**src/rtl/frame_dma_pkg.sv**
```systemverilog
package frame_dma_pkg;

  localparam int REG_W = 32;

  // register selects
  localparam logic [2:0] SEL_STATUS = 3'd0;
  localparam logic [2:0] SEL_GO     = 3'd1;
  localparam logic [2:0] SEL_CMD    = 3'd2;
  localparam logic [2:0] SEL_ARG    = 3'd3;
  localparam logic [2:0] SEL_ADDR   = 3'd4;
  localparam logic [2:0] SEL_FRAMES = 3'd5;

  // command codes
  localparam logic [3:0] OP_DEV_ON     = 4'd1;
  localparam logic [3:0] OP_DEV_OFF    = 4'd2;
  localparam logic [3:0] OP_SET_BUF    = 4'd3;
  localparam logic [3:0] OP_SET_FRAMES = 4'd4;
  localparam logic [3:0] OP_IRQ_ON     = 4'd5;
  localparam logic [3:0] OP_IRQ_OFF    = 4'd6;
  localparam logic [3:0] OP_PAN        = 4'd7;
  localparam logic [3:0] OP_TILT       = 4'd8;
  localparam logic [3:0] OP_ZOOM       = 4'd9;

  // status bit positions
  localparam int ST_BUSY = 0;
  localparam int ST_DONE = 1;
  localparam int ST_ERR  = 2;
  localparam int ST_ABT  = 3;
  localparam int ST_DEV  = 4;

  typedef struct packed {
    logic loadBuf;
    logic loadFrames;
    logic clrWord;
    logic acceptWord;
  } dp_strobe_t;

endpackage

```
**src/rtl/frame_dma_dpath.sv**
```systemverilog
module frame_dma_dpath
  import frame_dma_pkg::*;
#(
  parameter int ADDR_W      = 32,
  parameter int DATA_W      = 32,
  parameter int FRAME_CNT_W = 16,
  parameter int FRAME_WORDS = 64
) (
  input  logic                   clk,
  input  logic                   rstN,
  input  dp_strobe_t             stb,
  input  logic [ADDR_W-1:0]      loadVal,
  input  logic [DATA_W-1:0]      streamData,
  output logic [ADDR_W-1:0]      curAddr,
  output logic [FRAME_CNT_W-1:0] framesLeft,
  output logic [DATA_W-1:0]      memData,
  output logic                   lastBeat,
  output logic                   framesZero
);

  localparam int WORD_CNT_W = (FRAME_WORDS > 1) ? $clog2(FRAME_WORDS) : 1;
  localparam logic [WORD_CNT_W-1:0] LAST_WORD = WORD_CNT_W'(FRAME_WORDS - 1);
  localparam logic [ADDR_W-1:0] ADDR_STEP = ADDR_W'(DATA_W / 8);
  localparam logic [FRAME_CNT_W-1:0] ONE_FRAME = FRAME_CNT_W'(1);

  logic [WORD_CNT_W-1:0] wordCnt;
  logic endOfFrame;

  assign endOfFrame = stb.acceptWord && (wordCnt == LAST_WORD);
  assign lastBeat   = (wordCnt == LAST_WORD) && (framesLeft == ONE_FRAME);
  assign framesZero = (framesLeft == '0);
  assign memData    = streamData;

  always_ff @(posedge clk) begin
    if (!rstN) begin
      curAddr <= '0;
    end else if (stb.loadBuf) begin
      curAddr <= loadVal;
    end else if (stb.acceptWord) begin
      curAddr <= curAddr + ADDR_STEP;
    end
  end

  always_ff @(posedge clk) begin
    if (!rstN) begin
      framesLeft <= '0;
    end else if (stb.loadFrames) begin
      framesLeft <= loadVal[FRAME_CNT_W-1:0];
    end else if (endOfFrame && !framesZero) begin
      framesLeft <= framesLeft - ONE_FRAME;
    end
  end

  always_ff @(posedge clk) begin
    if (!rstN) begin
      wordCnt <= '0;
    end else if (stb.clrWord) begin
      wordCnt <= '0;
    end else if (stb.acceptWord) begin
      wordCnt <= endOfFrame ? '0 : wordCnt + WORD_CNT_W'(1);
    end
  end


  addr_step_chk: assert property (@(posedge clk) disable iff (!rstN)
    (stb.acceptWord && !stb.loadBuf) |=> (curAddr == $past(curAddr) + ADDR_STEP));


  addr_hold_chk: assert property (@(posedge clk) disable iff (!rstN)
    (!stb.acceptWord && !stb.loadBuf) |=> $stable(curAddr));


  frames_down_chk: assert property (@(posedge clk) disable iff (!rstN)
    !stb.loadFrames |=> (framesLeft <= $past(framesLeft)));

endmodule

```
**src/rtl/frame_dma_ctrl.sv**
```systemverilog
module frame_dma_ctrl
  import frame_dma_pkg::*;
#(
  parameter int ADDR_W      = 32,
  parameter int FRAME_CNT_W = 16
) (
  input  logic                   clk,
  input  logic                   rstN,
  input  logic                   regWr,
  input  logic [2:0]             regSel,
  input  logic [REG_W-1:0]       regWdata,
  output logic [REG_W-1:0]       regRdata,
  input  logic                   streamValid,
  input  logic                   memStall,
  input  logic                   devFault,
  output logic                   streamReady,
  output logic                   memWrEn,
  output logic                   irq,
  output dp_strobe_t             stb,
  output logic [ADDR_W-1:0]      loadVal,
  input  logic [ADDR_W-1:0]      curAddr,
  input  logic [FRAME_CNT_W-1:0] framesLeft,
  input  logic                   lastBeat,
  input  logic                   framesZero
);

  logic busyQ, doneQ, errQ, abtQ, devOnQ, irqEnQ;
  logic [REG_W-1:0] argQ;
  logic [7:0] panQ, tiltQ, zoomQ;

  logic wrStatus, goHit, cmdHit, stopHit, accept;
  logic abortNow, faultNow, doneNow;
  logic startOk, goErr, goEmpty;
  logic [3:0] op;

  assign op       = regWdata[3:0];
  assign wrStatus = regWr && (regSel == SEL_STATUS);
  assign goHit    = regWr && (regSel == SEL_GO) && regWdata[0];
  assign cmdHit   = regWr && (regSel == SEL_CMD);
  assign stopHit  = cmdHit && (op == OP_DEV_OFF);

  assign accept   = busyQ && streamValid && !memStall;
  assign abortNow = busyQ && stopHit;
  assign faultNow = busyQ && devFault && !stopHit;
  assign doneNow  = busyQ && accept && lastBeat && !stopHit && !devFault;

  assign startOk  = goHit && !busyQ && devOnQ && !framesZero;
  assign goErr    = goHit && !busyQ && !devOnQ;
  assign goEmpty  = goHit && !busyQ && devOnQ && framesZero;

  always_comb begin
    stb.loadBuf    = cmdHit && (op == OP_SET_BUF) && !busyQ;
    stb.loadFrames = cmdHit && (op == OP_SET_FRAMES) && !busyQ;
    stb.clrWord    = startOk;
    stb.acceptWord = accept;
  end

  assign loadVal     = argQ[ADDR_W-1:0];
  assign streamReady = busyQ && !memStall;
  assign memWrEn     = accept;
  assign irq         = irqEnQ && (doneQ || errQ || abtQ);

  always_ff @(posedge clk) begin
    if (!rstN) begin
      busyQ <= 1'b0;
    end else if (startOk) begin
      busyQ <= 1'b1;
    end else if (abortNow || faultNow || doneNow) begin
      busyQ <= 1'b0;
    end
  end

  always_ff @(posedge clk) begin
    if (!rstN) begin
      doneQ <= 1'b0;
      errQ  <= 1'b0;
      abtQ  <= 1'b0;
    end else begin
      doneQ <= (doneQ && !(wrStatus && regWdata[ST_DONE])) || doneNow || goEmpty;
      errQ  <= (errQ && !(wrStatus && regWdata[ST_ERR])) || faultNow || goErr;
      abtQ  <= (abtQ && !(wrStatus && regWdata[ST_ABT])) || abortNow;
    end
  end

  always_ff @(posedge clk) begin
    if (!rstN) begin
      devOnQ <= 1'b0;
      irqEnQ <= 1'b0;
      panQ   <= '0;
      tiltQ  <= '0;
      zoomQ  <= '0;
    end else if (cmdHit) begin
      case (op)
        OP_DEV_ON:  devOnQ <= 1'b1;
        OP_DEV_OFF: devOnQ <= 1'b0;
        OP_IRQ_ON:  irqEnQ <= 1'b1;
        OP_IRQ_OFF: irqEnQ <= 1'b0;
        OP_PAN:     panQ   <= argQ[7:0];
        OP_TILT:    tiltQ  <= argQ[7:0];
        OP_ZOOM:    zoomQ  <= argQ[7:0];
        default:    ;
      endcase
    end
  end

  always_ff @(posedge clk) begin
    if (!rstN) begin
      argQ <= '0;
    end else if (regWr && (regSel == SEL_ARG)) begin
      argQ <= regWdata;
    end
  end

  always_comb begin
    regRdata = '0;
    case (regSel)
      SEL_STATUS: begin
        regRdata[ST_BUSY] = busyQ;
        regRdata[ST_DONE] = doneQ;
        regRdata[ST_ERR]  = errQ;
        regRdata[ST_ABT]  = abtQ;
        regRdata[ST_DEV]  = devOnQ;
      end
      SEL_GO:     regRdata[0] = irqEnQ;
      SEL_CMD:    regRdata[23:0] = {zoomQ, tiltQ, panQ};
      SEL_ARG:    regRdata = argQ;
      SEL_ADDR:   regRdata = REG_W'(curAddr);
      SEL_FRAMES: regRdata = REG_W'(framesLeft);
      default:    regRdata = '0;
    endcase
  end


  busy_end_chk: assert property (@(posedge clk) disable iff (!rstN)
    $fell(busyQ) |-> (doneQ || errQ || abtQ));


  start_frames_chk: assert property (@(posedge clk) disable iff (!rstN)
    $rose(busyQ) |-> !framesZero);


  abort_quiet_chk: assert property (@(posedge clk) disable iff (!rstN)
    $rose(abtQ) |-> !memWrEn);

endmodule

```
**src/rtl/frame_dma.sv**
```systemverilog
module frame_dma
  import frame_dma_pkg::*;
#(
  parameter int ADDR_W      = 32,
  parameter int DATA_W      = 32,
  parameter int FRAME_CNT_W = 16,
  parameter int FRAME_WORDS = 64
) (
  input  logic              clk,
  input  logic              rstN,
  input  logic              regWr,
  input  logic [2:0]        regSel,
  input  logic [31:0]       regWdata,
  output logic [31:0]       regRdata,
  input  logic              streamValid,
  input  logic [DATA_W-1:0] streamData,
  output logic              streamReady,
  output logic              memWrEn,
  output logic [ADDR_W-1:0] memAddr,
  output logic [DATA_W-1:0] memData,
  input  logic              memStall,
  input  logic              devFault,
  output logic              irq
);

  dp_strobe_t             stb;
  logic [ADDR_W-1:0]      loadVal;
  logic [ADDR_W-1:0]      curAddr;
  logic [FRAME_CNT_W-1:0] framesLeft;
  logic                   lastBeat;
  logic                   framesZero;

  frame_dma_ctrl #(
    .ADDR_W     (ADDR_W),
    .FRAME_CNT_W(FRAME_CNT_W)
  ) u_ctrl (
    .clk        (clk),
    .rstN       (rstN),
    .regWr      (regWr),
    .regSel     (regSel),
    .regWdata   (regWdata),
    .regRdata   (regRdata),
    .streamValid(streamValid),
    .memStall   (memStall),
    .devFault   (devFault),
    .streamReady(streamReady),
    .memWrEn    (memWrEn),
    .irq        (irq),
    .stb        (stb),
    .loadVal    (loadVal),
    .curAddr    (curAddr),
    .framesLeft (framesLeft),
    .lastBeat   (lastBeat),
    .framesZero (framesZero)
  );

  frame_dma_dpath #(
    .ADDR_W     (ADDR_W),
    .DATA_W     (DATA_W),
    .FRAME_CNT_W(FRAME_CNT_W),
    .FRAME_WORDS(FRAME_WORDS)
  ) u_dpath (
    .clk        (clk),
    .rstN       (rstN),
    .stb        (stb),
    .loadVal    (loadVal),
    .streamData (streamData),
    .curAddr    (curAddr),
    .framesLeft (framesLeft),
    .memData    (memData),
    .lastBeat   (lastBeat),
    .framesZero (framesZero)
  );

  assign memAddr = curAddr;

endmodule

```
**config.mk**
```make
export PLATFORM = sky130hd
export DESIGN_NAME = frame_dma
export DESIGN_NICKNAME = d
export VERILOG_FILES = /design/src/rtl/frame_dma_pkg.sv /design/src/rtl/frame_dma_dpath.sv /design/src/rtl/frame_dma_ctrl.sv /design/src/rtl/frame_dma.sv
export SDC_FILE = /design/constraint.sdc
export NUM_CORES = 1
export LEC_CHECK = 0
export ABC_CLOCK_PERIOD_IN_PS = 2000
export CAP_MARGIN = 15
export CORE_ASPECT_RATIO = 0.9
export CORE_MARGIN = 2
export CORE_UTILIZATION = 30
export CTS_CLUSTER_DIAMETER = 120
export CTS_CLUSTER_SIZE = 8
export DETAILED_ROUTE_END_ITERATION = 7
export GPL_TIMING_DRIVEN = 0
export PLACE_DENSITY = 0.66
export SYNTH_ARGS = -nofsm -noshare
export SYNTH_HDL_FRONTEND = slang
export SYNTH_SLANG_ARGS = --single-unit
```
**constraint.sdc**
```tcl
create_clock -name clk -period 2 [get_ports clk]
set_input_delay 0.4 -clock clk [delete_from_list [all_inputs] [get_ports clk]]
set_output_delay 0.4 -clock clk [all_outputs]
set_load 0.1 [all_outputs]
```
==> results by group <==
Synthesis
  – EDFF count, synth: 0
  – Number of warnings issued by yosys: 0
  – Leading cell types by total area after synthesis: dfxtp_1, mux2i_1, nand2_1
  – Cell type with the largest total area after synthesis: dfxtp_1
  – Yosys reg bits: 116
  – Average footprint of a synthesized cell: roughly 8.0 um2
  – Most used flip-flop cell after synthesis: dfxtp_1
  – Sequential share of the synthesized area: 0.351
  – Netlist area before placement: between 0.006 and 0.007 mm2
  – Mapped Nets: between 900 and 1,000
  – Area share of the largest cell type after synthesis: 0.351
  – Distinct cell type count of the synthesized netlist: 73
  – Share of flip-flops with an asynchronous set or reset: 0
  – Gate count of the mapped netlist: just over 800

Critical path
  – Most common cell type on the critical path: or3_4
  – CP peak stage delay: 0.43 ns
  – Cell chain of the critical path: or3_4 > or3_4 > o21ai_4 > buf_6 > o311ai_1 > a31oi_1
  – Reg-to-Reg Start: u_dpath.framesLeft[5]
  – Cell at the slowest stage of the critical path: or3_4
  – Critical R2R Capture: u_dpath.framesLeft[14]
  – Critical path start-end classification: reg -> reg
  – Reg-to-reg slack, setup: -0.08 ns
  – Sort of element at the start of the critical path: register
  – Maximum fanout along the worst path: 7
  – Worst path arrival time: about 2.4 ns
  – CP endpoint kind: register
  – Required time of the critical path: between 2 and 2.5 ns
  – Register-to-Register Path Depth: 6

Finish
  – Top library cells by usage in the layout, fill and taps aside: nand2_1, a21oi_1, buf_4, dfxtp_1, nor2_1
  – Commonest non-fill, non-tap cell in the layout: nand2_1
  – Antenna diode instance count: 0
  – Fillers: 1,912
  – Total Nets Final: 1,104
  – Combined area of the multi-input logic cells: about 0.0045 mm2
  – Layout-stage area growth over the synthesis result: 64.1%
  – Share of layout cells above drive strength 1: 0.387
  – Sequential standard cell area: ~0.0024 mm2

Floorplanning
  – Site row count: a little over 50
  – Horiz. Die Dim: 161 um
  – Core region area: between 0.02 and 0.025 mm2
  – I/O pin count: approximately 170
  – Y dimension of the die: around 140 um
  – Starting density of the core: 0.306
  – Total Die Area: 0.0233 mm2

Placement
  – Setup slack at placement: -1.72 ns
  – Routability-driven placement congestion ratio: 0.928
  – Number of port buffers: approximately 140
  – Detailed placer's ending HPWL: about 18,000 um

STA
  – Worst Setup Slack, final: -0.0757 ns
  – Number of hold-slack violations in the final timing report: 0
  – Unrepaired setup endpoints after global routing: true
  – Sum Neg Setup Slack: -0.238 ns
  – Time the final worst path needs with I/O delays and setup: ~2.1 ns
  – Worst-case clock skew: around 0.0074 ns
  – Hold slack final: about 0.3 ns
  – Share of the clock period used by the worst path after layout: 1.04
  – Max frequency: ~480 MHz
  – Count of final max-slew check failures: 0
  – Total setup violations reported at the end of the flow: 11
  – Tightest Pin Transition: just under 1 ns
  – Relative max-transition margin: 0.351

Global route
  – Initial antenna violation count: 0
  – Wire length of the first global-routing pass: between 30,000 and 40,000 um
  – GRT Util Overall: 0.213
  – Largest net degree at the start of global routing: 17
  – Final global-route overflow total: 0
  – Number of global-route vias before repair: 6,684

Worst hold path
  – Number of cells on the worst hold path: 3
  – Startpoint of the tightest hold check path: regWdata[3]
  – End point of the worst hold path: u_ctrl.loadVal[3]
  – Hold Path Class: in -> reg

Status
  – Outcome: finished with violations
  – Violated checks: negative setup slack

Routing
  – Vias per inst: approximately 5.5
  – DR vias: roughly 7,400
  – Final antenna-violating net count: 0
  – DRC violations left: 0
  – Iteration count of the initial detailed-routing pass: 6
  – Total wire length after detailed routing: 26,000 um
  – Starting DRC count in detailed routing: approximately 800
  – Routed len/inst: slightly below 20 um

Clocking
  – Num CTS Buffers: 17
  – Clock tree root buffer cell: clkbuf_16
  – Post-CTS clock slew at the launch and capture registers of the worst setup and hold paths: ~0.050 ns
  – Maximum count of clock buffers along a single path: 2
  – Worst-Skew Late Latency: 0.42 ns
  – Depth of the CTS H-tree: 4
  – CTS tree: yes
  – Number of clock sinks seen by CTS: 116

Run
  – Maximum capacitance violations: 0

Power and ir drop
  – Peak supply drop: about 0.57 mV
  – Total power of the final layout: ~0.0064 W
  – Power density over cell area: ~590 mW/mm2
  – Leakage power of the design: between 4 and 5 nW
-- sequential cells by signal (all words and copies together), names as in the netlist --
name,flops
u_ctrl.busyQ,1
u_ctrl.zoomQ,8
u_ctrl.loadVal,32
u_ctrl.tiltQ,8
u_dpath.framesLeft,16
u_ctrl.errQ,1
u_ctrl.panQ,8
u_ctrl.devOnQ,1
u_dpath.curAddr,32
u_ctrl.irqEnQ,1
u_ctrl.abtQ,1
u_ctrl.doneQ,1
u_dpath.wordCnt,6
-- final cells by class --
| cell class | instances | area share |
|---|---|---|
| clock inverter | 9 | 0.0112 |
| buffer | 83 | 0.0615 |
| timing repair buffer | 183 | 0.203 |
| tap | 291 | 0.0335 |
| inverter | 13 | 0.00587 |
| clock buffer | 22 | 0.0466 |
| sequential | 116 | 0.224 |
| multi-input combinational | 611 | 0.415 |
-- routing by layer --
metal,vias up,global-route usage,part of all wire
li1,3377,-,-
met1,3448,0.290,0.41
met2,435,0.327,0.45
met3,92,0.0432,0.092
met4,0,0.0910,0.044
met5,-,0,0
-- through the flow --
stage | instance area (um2) | cells | util
detailed placement | 8690 | 1253 | 0.402
global placement | 8690 | 1253 | 0.402
floorplan | 6960 | 826 | -
CTS | 10400 | 1309 | 0.479
finish | 10900 | 1328 | 0.502
global route | 10900 | 1328 | 0.502
-- worst max-delay path: cells and delay by family, from the launching register on --
kind	cells	cell delay [ns]
buffers and inverters	1	0.18
and+or+nand+nor	2	0.84
AOI/OAI and AO/OA	3	0.61
DFF	1	0.36
-- cell families after synthesis --
logic type               synth area share
XOR/XNOR                          0.00529
AO/OA/AOI/OAI                       0.203
flip-flops                          0.351
adder cells (fa/ha/maj)            0.0113
AND/OR/NAND/NOR                     0.250
buffers and inverters              0.0816
multiplexers                       0.0985
-- Yosys cell counts, types with 4 or more instances --
library cell    n
buf_2          14
nand3_1        29
a21oi_1        79
inv_1          11
and2_1         13
o22ai_1        16
mux2i_1        64
o211ai_1        9
o21ai_0        20
a22o_1         13
nand4_1        18
ha_1            6
clkbuf_1       30
nor3_1         14
or3_1          10
a31oi_1        24
or4_1           5
buf_4          34
nand2_1       119
nor2_1         69
nor2b_1        10
nand2b_1        5
dfxtp_1       116
buf_1           4
o31a_1          5
a2bb2oi_1       7
nor4_1          8
-- worst max path at each step --
stage	from	endpoint	slack (ns)	cells after the start
CTS	u_ctrl.loadVal[3]	regRdata[3]	-0.08	6
finish	u_dpath.framesLeft[5]	u_dpath.framesLeft[14]	-0.08	6
global placement	regSel[1]	regRdata[11]	-1.74	5
detailed placement	regSel[1]	regRdata[11]	-1.72	5
global route	u_dpath.framesLeft[5]	u_dpath.framesLeft[14]	-0.1	6
floorplan	regSel[1]	regRdata[17]	-0.05	6
-- timing repair --
item | in CTS | in global routing
resized for setup | 510 | 107
endpoints found under the setup margin | 169 | 103
pin swaps | 16 | 30
setup buffers | 21 | 19
hold buffers | 0 | 0
gates cloned | 6 | 3
-- where the power goes --
group	switching [W]	internal (W)
clock	0.00108	0.00215
sequential	0.0000280	0.00231
combinational	0.000539	0.000333
total	0.00164	0.00479
No activity file was read; power rests on OpenSTA's default activity.
